===== src/rtl/rx_meta_pkg.sv =====
`timescale 1ns/1ps
// Shared constants and types for the inline metadata stripper.
// Assumes a 64-bit stream: the 8 stripped bytes equal one beat.
package rx_meta_pkg;
    localparam logic [7:0] TAG_HI     = 8'h8C;  // byte 12 of a marked frame
    localparam logic [7:0] TAG_LO     = 8'hE4;  // byte 13 of a marked frame
    localparam logic [7:0] SYN_DECRYPT = 8'h11;
    localparam logic [7:0] SYN_AUTHBAD = 8'h12;
    localparam int         HDR_BEATS  = 3;      // beats held before a decision

    typedef enum logic [1:0] {
        RES_NONE    = 2'b00,
        RES_DECRYPT = 2'b01,
        RES_AUTHBAD = 2'b10
    } result_e;

    typedef enum logic [2:0] {
        P_BEAT0,
        P_BEAT1,
        P_BEAT2,
        P_EMIT,
        P_BODY,
        P_DRAIN
    } phase_e;
endpackage


===== src/rtl/rx_meta_decode.sv =====
`timescale 1ns/1ps
// Combinational decode of the metadata header.
// Inputs are frame bytes 12..14 (from the second beat) and bytes 16..19
// (from the third beat). Assumes the caller has checked the frame length.
module rx_meta_decode
    import rx_meta_pkg::*;
(
    input  logic [23:0] tag_bytes,   // bytes 12,13,14 in lanes 0,1,2
    input  logic [31:0] handle_bytes,// bytes 16..19 in lanes 0..3
    input  logic        long_enough,
    output logic        is_meta,
    output logic        known_syn,
    output result_e     result,
    output logic [31:0] handle
);
    logic [7:0] syn;

    // Match the marker and classify the syndrome.
    always_comb begin
        syn       = tag_bytes[23:16];
        is_meta   = long_enough && (tag_bytes[7:0] == TAG_HI) && (tag_bytes[15:8] == TAG_LO);
        known_syn = 1'b1;
        result    = RES_NONE;
        if (syn == SYN_DECRYPT)      result = RES_DECRYPT;
        else if (syn == SYN_AUTHBAD) result = RES_AUTHBAD;
        else                         known_syn = 1'b0;
        // big-endian: first byte on the wire is the most significant
        handle = {handle_bytes[7:0], handle_bytes[15:8], handle_bytes[23:16], handle_bytes[31:24]};
    end
endmodule


===== src/rtl/rx_meta_sat_ctr.sv =====
`timescale 1ns/1ps
// Saturating event counter. Holds at all ones once reached.
module rx_meta_sat_ctr #(
    parameter int CNT_W = 32
) (
    input  logic             clk,
    input  logic             rst_n,
    input  logic             inc,
    output logic [CNT_W-1:0] count
);
    // Count events, stopping at the maximum value.
    always_ff @(posedge clk) begin
        if (!rst_n)                      count <= '0;
        else if (inc && (count != '1))   count <= count + 1'b1;
    end
endmodule


===== src/rtl/rx_meta_strip.sv =====
`timescale 1ns/1ps
// Receive-side metadata stripper.
// Buffers the first three beats of each frame, decides whether the frame
// carries the inline header, then replays the buffered beats (with the
// header removed when present) and streams the rest of the frame straight
// through. Assumes DATA_W = 64, contiguous tkeep, and an upstream that holds
// its beat stable while s_tready is low.
module rx_meta_strip
    import rx_meta_pkg::*;
#(
    parameter int  DATA_W     = 64,
    parameter int  DROP_CNT_W = 32,
    localparam int KEEP_W     = DATA_W / 8
) (
    input  logic                  clk,
    input  logic                  rst_n,
    input  logic [DATA_W-1:0]     s_tdata,
    input  logic [KEEP_W-1:0]     s_tkeep,
    input  logic                  s_tlast,
    input  logic                  s_tvalid,
    output logic                  s_tready,
    output logic [DATA_W-1:0]     m_tdata,
    output logic [KEEP_W-1:0]     m_tkeep,
    output logic                  m_tlast,
    output logic                  m_tvalid,
    input  logic                  m_tready,
    output logic                  m_offload,
    output logic [1:0]            m_status,
    output logic [31:0]           m_sa_handle,
    output logic [DROP_CNT_W-1:0] drop_count
);
    localparam int HALF_W = DATA_W / 2;
    localparam int HALF_K = KEEP_W / 2;
    localparam int IDX_W  = $clog2(HDR_BEATS);

    phase_e              phase;
    logic [DATA_W-1:0]   hold_data [HDR_BEATS];
    logic [KEEP_W-1:0]   hold_keep [HDR_BEATS];
    logic                hold_last [HDR_BEATS];
    logic [IDX_W-1:0]    emit_idx;
    logic [IDX_W-1:0]    emit_end;
    logic                sb_off;
    result_e             sb_res;
    logic [31:0]         sb_handle;

    logic                is_meta, known_syn, long_enough, in_take, drop_pulse, draining;
    result_e             dec_res;
    logic [31:0]         dec_handle;

    // A 22-byte frame ends in the third beat with lane 5 as its last byte.
    assign long_enough = !(s_tlast && !s_tkeep[5]);
    assign in_take     = s_tvalid && s_tready;
    assign drop_pulse  = (phase == P_BEAT2) && in_take && is_meta && !known_syn;
    assign draining    = (phase == P_DRAIN);

    rx_meta_decode u_dec (
        .tag_bytes    (hold_data[1][HALF_W+23:HALF_W]),
        .handle_bytes (s_tdata[31:0]),
        .long_enough  (long_enough),
        .is_meta      (is_meta),
        .known_syn    (known_syn),
        .result       (dec_res),
        .handle       (dec_handle)
    );

    rx_meta_sat_ctr #(.CNT_W(DROP_CNT_W)) u_drops (
        .clk   (clk),
        .rst_n (rst_n),
        .inc   (drop_pulse),
        .count (drop_count)
    );

    // Per-slot capture of the first beats, one generate branch per slot.
    for (genvar g = 0; g < HDR_BEATS; g++) begin : g_slot
        always_ff @(posedge clk) begin
            if (!rst_n) begin
                hold_data[g] <= '0;
                hold_keep[g] <= '0;
                hold_last[g] <= 1'b0;
            end else if (in_take && (phase == P_BEAT0) && (g == 0)) begin
                hold_data[g] <= s_tdata;
                hold_keep[g] <= s_tkeep;
                hold_last[g] <= s_tlast;
            end else if (in_take && (phase == P_BEAT1) && (g == 1)) begin
                hold_data[g] <= s_tdata;
                hold_keep[g] <= s_tkeep;
                hold_last[g] <= s_tlast;
            end else if (in_take && (phase == P_BEAT2) && (g == 1) && is_meta) begin
                // merged beat: addresses 8..11, then real ethertype onward
                hold_data[g] <= {s_tdata[DATA_W-1:HALF_W], hold_data[g][HALF_W-1:0]};
                hold_keep[g] <= {s_tkeep[KEEP_W-1:HALF_K], hold_keep[g][HALF_K-1:0]};
                hold_last[g] <= s_tlast;
            end else if (in_take && (phase == P_BEAT2) && (g == 2)) begin
                hold_data[g] <= s_tdata;
                hold_keep[g] <= s_tkeep;
                hold_last[g] <= s_tlast;
            end
        end
    end

    // Frame phase sequencing and replay index.
    always_ff @(posedge clk) begin
        if (!rst_n) begin
            phase    <= P_BEAT0;
            emit_idx <= '0;
            emit_end <= '0;
        end else begin
            case (phase)
                P_BEAT0: if (in_take) begin
                    emit_idx <= '0;
                    emit_end <= IDX_W'(0);
                    phase    <= s_tlast ? P_EMIT : P_BEAT1;
                end
                P_BEAT1: if (in_take) begin
                    emit_end <= IDX_W'(1);
                    phase    <= s_tlast ? P_EMIT : P_BEAT2;
                end
                P_BEAT2: if (in_take) begin
                    if (is_meta && !known_syn) begin
                        phase <= s_tlast ? P_BEAT0 : P_DRAIN;
                    end else begin
                        emit_end <= is_meta ? IDX_W'(1) : IDX_W'(2);
                        phase    <= P_EMIT;
                    end
                end
                P_EMIT: if (m_tready) begin
                    if (emit_idx == emit_end) begin
                        emit_idx <= '0;
                        phase    <= hold_last[emit_idx] ? P_BEAT0 : P_BODY;
                    end else begin
                        emit_idx <= emit_idx + 1'b1;
                    end
                end
                P_BODY:  if (in_take && s_tlast) phase <= P_BEAT0;
                P_DRAIN: if (in_take && s_tlast) phase <= P_BEAT0;
                default: phase <= P_BEAT0;
            endcase
        end
    end

    // Sideband result, latched when a forwarded frame is classified.
    always_ff @(posedge clk) begin
        if (!rst_n) begin
            sb_off    <= 1'b0;
            sb_res    <= RES_NONE;
            sb_handle <= '0;
        end else if (in_take && (((phase == P_BEAT0 || phase == P_BEAT1) && s_tlast) ||
                                 ((phase == P_BEAT2) && !is_meta))) begin
            sb_off    <= 1'b0;
            sb_res    <= RES_NONE;
            sb_handle <= '0;
        end else if (in_take && (phase == P_BEAT2) && is_meta && known_syn) begin
            sb_off    <= 1'b1;
            sb_res    <= dec_res;
            sb_handle <= dec_handle;
        end
    end

    // Output selection: replay buffered beats, then cut through.
    always_comb begin
        s_tready = 1'b0;
        m_tvalid = 1'b0;
        m_tdata  = hold_data[emit_idx];
        m_tkeep  = hold_keep[emit_idx];
        m_tlast  = hold_last[emit_idx];
        case (phase)
            P_BEAT0, P_BEAT1, P_BEAT2, P_DRAIN: s_tready = 1'b1;
            P_EMIT:  m_tvalid = 1'b1;
            P_BODY: begin
                s_tready = m_tready;
                m_tvalid = s_tvalid;
                m_tdata  = s_tdata;
                m_tkeep  = s_tkeep;
                m_tlast  = s_tlast;
            end
            default: ;
        endcase
    end

    assign m_offload   = sb_off;
    assign m_status    = sb_res;
    assign m_sa_handle = sb_handle;
endmodule


===== config.mk =====
export PLATFORM = sky130hd
export DESIGN_NAME = rx_meta_strip
export DESIGN_NICKNAME = d
export VERILOG_FILES = /design/src/rtl/rx_meta_pkg.sv /design/src/rtl/rx_meta_decode.sv /design/src/rtl/rx_meta_sat_ctr.sv /design/src/rtl/rx_meta_strip.sv
export SDC_FILE = /design/constraint.sdc
export NUM_CORES = 1
export LEC_CHECK = 0
export ABC_CLOCK_PERIOD_IN_PS = 3450
export BUFFER_PORTS_ARGS = -buffer_cell sky130_fd_sc_hd__buf_2
export CORE_MARGIN = 2
export CORE_UTILIZATION = 51
export CTS_BUF_LIST = sky130_fd_sc_hd__clkbuf_16
export DETAILED_ROUTE_END_ITERATION = 8
export PLACE_DENSITY = 0.8
export SYNTH_ARGS = -nofsm -noshare
export SYNTH_HDL_FRONTEND = slang
export SYNTH_SLANG_ARGS = --single-unit

===== constraint.sdc =====
create_clock -name clk -period 3.45 [get_ports clk]
set_input_delay 0.1725 -clock clk [delete_from_list [all_inputs] [get_ports clk]]
set_output_delay 0.1725 -clock clk [all_outputs]
set_load 0.02 [all_outputs]

### Word-level counts from Yosys, hierarchy flattened

Memory sizes are Yosys's and may differ from the RTL's. A register that Yosys moved wholly into a read port is not among the register bits.
Index checks and enable logic that the tools add are counted.

| cells by class | value |
|---|---|
| add/sub/neg operators | 2 |
| multipliers | 0 |
| div/mod/pow operators | 0 |
| $lt $le $gt $ge | 0 |
| equal/unequal tests | 19 |
| shift operators | 0 |
| multiplexer cells | 63 |
| bitwise gates (word level) | 14 |
| reductions and logical operators | 32 |

Operators by type and width:

| kind | number |
|---|---|
| $mux 64 | 5 |
| $add 32x1->32 const B | 1 |
| $mux 2 | 16 |
| $mux 8 | 4 |
| $ne 32x32->1 const B | 1 |
| $mux 3 | 9 |
| $mux 1 | 22 |
| $eq 8x5->1 const B | 2 |
| $eq 8x8->1 const B | 2 |
| $logic_and 1x1->1 | 16 |
| $pmux 3 s5 | 1 |
| $or 1x1->1 | 13 |
| $ne 2x2->1 const B | 6 |
| $mux 4 | 2 |
| $eq 3x2->1 const B | 2 |
| $eq 3x3->1 const B | 2 |
| $pmux 2 s3 | 1 |
| $reduce_and 6->1 | 1 |
| $reduce_and 5->1 | 1 |
| $logic_not 1->1 | 4 |
| $pmux 1 s2 | 2 |
| $pmux 2 s2 | 1 |
| $reduce_or 2->1 | 2 |
| $reduce_or 4->1 | 1 |
| other kinds (12) | 13 |

| word-level totals | value |
|---|---|
| register bits after elaboration | 74 |
| bits in latches | 0 |
| bits in writable memories | 219 |
| bits in read-only memories | 0 |
| bits of input ports | 77 |
| output and inout port bits | 142 |
| word-level logic and storage cells | 140 |
| memories | 3 |

Memory list:

| memory | depth | width | read ports | clocked after memory_dff | wr ports | RTL line | text |
|---|---|---|---|---|---|---|---|
| hold_data | 3 | 64 | 2 | 1 | 3 | rx_meta_strip.sv:37 | `logic [DATA_W-1:0] hold_data [HDR_BEATS];` |
| hold_keep | 3 | 8 | 1 | 1 | 3 | rx_meta_strip.sv:38 | `logic [KEEP_W-1:0] hold_keep [HDR_BEATS];` |
| hold_last | 3 | 1 | 1 | 1 | 3 | rx_meta_strip.sv:39 | `logic hold_last [HDR_BEATS];` |

### Logic depth before layout (Yosys ltp)

| depth | value |
|---|---|
| depth after elaboration | 12 |
| depth in mapped cells | 8 |
| depth with buffers taken out | 7 |

### Modules after synthesis

A second synthesis with hierarchy kept.

| second synthesis, totals | value |
|---|---|
| cells, all modules | 1361 |
| area, all modules | 14141.1 µm² |

Modules (own cells, without submodules):

| module | instances | cells an instance | area each (µm²) | sequential area each (µm²) |
|---|---|---|---|---|
| rx_meta_strip | 1 | 1115 | 12107.9 | 7447.1 |
| rx_meta_sat_ctr | 1 | 200 | 1704.1 | 640.6 |
| rx_meta_decode | 1 | 46 | 329.1 | 0.0 |

### Worst setup path before layout

OpenSTA, ideal clock, no wires.

| path | value |
|---|---|
| path kind | reg2reg |
| start point | register phase[0] |
| end point | memory hold_data[1][0] (enable) |
| setup time | 466 ps |
| arrival time | 3002 ps |
| path slack | -18 ps |
| stages on the path, launching flop included | 4 |
| clock period less this slack | 3468 ps |
| path through | dfxtp_1 > clkbuf_1 > nand2b_1 > o21ai_0 |

RTL lines:

| item | RTL line | text |
|---|---|---|
| from (decl) | rx_meta_strip.sv:36 | `phase_e phase;` |
| from (signal assigned) | rx_meta_strip.sv:112 | `phase <= s_tlast ? P_EMIT : P_BEAT1;` |
| from (signal assigned) | rx_meta_strip.sv:116 | `phase <= s_tlast ? P_EMIT : P_BEAT2;` |
| from (signal assigned) | rx_meta_strip.sv:120 | `phase <= s_tlast ? P_BEAT0 : P_DRAIN;` |
| to (decl) | rx_meta_strip.sv:37 |  |

### Final worst setup path

| path | value |
|---|---|
| start point | register phase[0] |
| end point | output m_tdata[16] |

| on the way | value |
|---|---|
| word-level cells in the longest chain between the ends | 2 |

Ends and longest elaborated chain:

| item | RTL line | text |
|---|---|---|
| $eq 3x3->1 | rx_meta_strip.sv:166 | `case (phase)` |
| $mux 64 | rx_meta_strip.sv:166 |  |
| to (decl) | rx_meta_strip.sv:22 | `output logic [DATA_W-1:0] m_tdata,` |

No other way between the ends.

==> qor.txt <==
status: complete, no violations
critical-path cell list: nor2_1 > and2_4 > buf_4 > nand2_1 > o21ai_0 > buf_2
peak supply drop: 0.3476 mV
Critical Path AT: 2.89 ns
Main synth FF type: edfxtp_1
Ant. Diodes: 0
Tcrit/Tclk final: 88.63%
drt drc: 0
DR vias/cell: 5.507
vias in the first global route: 10,585
Worst-path clk slew: 0.06 ns
initial antenna violation count: 0
die height: 168.4 um
die width: 168.4 um
CP max FO: 95
final hold viol count: 0
Unique masters post-synth: 57
Tightest Hold Check Type: input port to flop
Mapped Area: 13,790 um2
worst-case clock buffer depth: 3
DRT antenna net count: 0
total track usage: 23.56%
FF+latch count, synth: 295
first-pass GRT wire length: 53,880 um
Seq/Total Area, Yosys: 58.64%
CP Launch Type: flop
# resized after CTS: 0
Setup TNS: 0 ns
critical path class: flop to output port
clock skew: 0.01096 ns
drt pass-1 iters: 5
drt total wl: 33,860 um
Worst EP required: 3.28 ns
Area contributors post-synth: edfxtp_1 (47%), dfxtp_1 (11%), and2_1 (6.7%)
Worst R2R Path Depth: 6
max-slew violation count: 0
async set-reset flop share out of synthesis: 0%
CTS tree: built
EDFF count, synth: 218
fin crit period: 3.058 ns
initial DRC count: 864
Initial Util: 51.61%
top cell type's share of synthesized area: 47.46%
slowest CP cell: and2_4
clock sink count: 295
post-CTS setup buffer count: 0
DP HPWL: 20,620 um
area leader, netlist: edfxtp_1
total CTS buffers: 30
Syn Area/Cell: 10.46 um2
cells after synthesis: 1,318
CTS Hold Bufs: 73
Placer Congestion: 0.8005
max-cap check violation count: 0
Worst-Skew Late Latency: 0.54 ns
reg2reg end: hold_data[1][38]$_DFFE_PP_
Post-Route Utilization: 62.93%
pwr/cell area: 476.7 nW/um2
maximum clock frequency: 327.0 MHz
pin count of the biggest net entering global routing: 96
# port buffers: 218
Leak Pwr: 6.792 nW
crit path launch: phase[0]$_SDFFE_PN0P_
Ys Warns: 0
Critical R2R Launch: hold_data[1][33]$_DFFE_PP_
share of cells above drive strength 1: 18.88%
unrepaired setup endpoints after global routing: false
worst slew pin tran: 1.102 ns
DR WL/cell: 17.50 um
Root Driver: clkbuf_16
number of setup violations in the final report: 0
Slew Limit Headroom: 26.52%
via count: 10,656
Core Rows: 60
CP Capture Type: output port
Core ar.: 26,730 um2
max incr delay on CP: 0.78 ns
Nets: 1,648
Worst setup endpoint: m_tdata[16]
gr ovfl total: 0
post-synthesis net count: 1,396
io pins: 219
H-Tree Depth: 1
R2R Setup Slk: 0.71 ns
Die ar.: 28,370 um2
Syn-to-layout area delta: 21.94%
-- Yosys cell counts, types with 5 or more instances --
master,count
nor3_1,18
nand4_1,11
a21oi_1,121
xnor2_1,20
nor2_1,112
and3_1,78
nand2b_1,10
nand3_1,12
mux2i_1,82
buf_1,6
nor4b_1,5
clkbuf_1,82
o21ai_0,82
dfxtp_1,77
inv_1,5
edfxtp_1,218
and2_1,147
nor4_1,5
nand2_1,168
-- state kept, by name, summed over array words and instances (netlist names), named ones only --
register	cells
u_drops.count	32
m_sa_handle	32
phase	3
hold_last	3
hold_data	192
emit_end	2
emit_idx	2
m_offload	1
hold_keep	24
m_status	2
-- per-layer routing --
metal  up-vias  track usage [%]  wire (um)
met5         -                0          0
li1       5158                -          -
met4         0            5.697        595
met3        42            3.385       2087
met2       356            41.81      16600
met1      5100            30.56      14580
-- critical path: cells and delay by family, from the launching register on --
kind / cells / cell delay [ns]
flops: 1 / 0.51
compound gates: 1 / 0.08
simple gates: 3 / 1.14
buf+inv: 2 / 0.57
-- cell type report --
cell class,count,area [um2]
inverter,6,22.52
clock inverter,25,103.9
clock buffer,31,775.7
multi-input combinational,925,5374
timing repair buffer,312,2019
fill,2072,9908
tap,341,426.7
sequential,295,8095
-- cells by family (layout without fill, tap and decap cells) --
group / count (synthesis) / in the layout / synth area share (%)
adder cells (fa/ha/maj): 1 / 1 / 0.09070
buffers and inverters: 98 / 374 / 2.840
AND/OR/NAND/NOR: 601 / 601 / 22.63
AO/OA/AOI/OAI: 217 / 217 / 8.319
XOR/XNOR: 24 / 24 / 1.524
multiplexers: 82 / 82 / 5.951
flip-flops: 295 / 295 / 58.64
-- where the power goes --
group,total (W),internal [W],switching (W),leakage (nW)
sequential,0.00416,0.00407,0.0000860,2.92
clock,0.00289,0.00161,0.00129,0.480
combinational,0.000966,0.000343,0.000622,3.39
total,0.00802,0.00602,0.00200,6.79
-- cells in the final DEF, fill, tap and decap left out, drive strengths merged, types with 2 or more instances in the layout --
cell	Yosys	final
a21oi	121	121
and2	148	148
and3	79	79
and4	5	5
buf	9	239
clkbuf	82	31
clkinv	1	12
dfxtp	77	77
dlygate4sd3	0	73
edfxtp	218	218
inv	5	18
mux2i	82	82
nand2	168	168
nand2b	10	10
nand3	12	12
nand3b	2	2
nand4	12	12
nand4bb	2	2
nor2	112	112
nor2b	3	3
nor3	19	19
nor3b	4	4
nor4	6	6
nor4b	5	5
o21ai	82	82
o31ai	3	3
or2	4	4
or3	2	2
or3b	2	2
or4	4	4
xnor2	20	20
xor2	4	4
-- worst min-delay path by stage --
stage / endpoint / depth (start not counted) / slack, ns / from
after CTS: phase[2]$_SDFFE_PN0P_ / 4 / 0.07 / m_tready
after detailed placement: m_sa_handle[0]$_SDFFE_PP0P_ / 2 / 0.44 / m_sa_handle[0]$_SDFFE_PP0P_
after global routing: phase[2]$_SDFFE_PN0P_ / 4 / 0.13 / m_tready
after floorplan: m_sa_handle[0]$_SDFFE_PP0P_ / 2 / 0.31 / s_tdata[24]
after global placement: m_sa_handle[0]$_SDFFE_PP0P_ / 2 / 0.44 / m_sa_handle[0]$_SDFFE_PP0P_
final: phase[2]$_SDFFE_PN0P_ / 4 / 0.09 / s_tvalid
-- per-stage QoR --
| stage | setup slack, ns | instance area [um2] | hold slack [ns] | total power, W | instances |
|---|---|---|---|---|---|
| floorplan | 0.4818 | 13790 | 0.3130 | 0.004768 | 1318 |
| global placement | 0.8049 | 15210 | 0.4368 | 0.005103 | 1806 |
| detailed placement | 0.7186 | 15210 | 0.4413 | 0.005134 | 1806 |
| CTS | 0.4377 | 16820 | 0.06656 | 0.008064 | 1935 |
| global route | 0.08911 | 16820 | 0.1266 | 0.008314 | 1935 |
| finish | 0.3922 | 16820 | 0.08642 | 0.008017 | 1935 |
No activity file was read; power rests on OpenSTA's default activity.
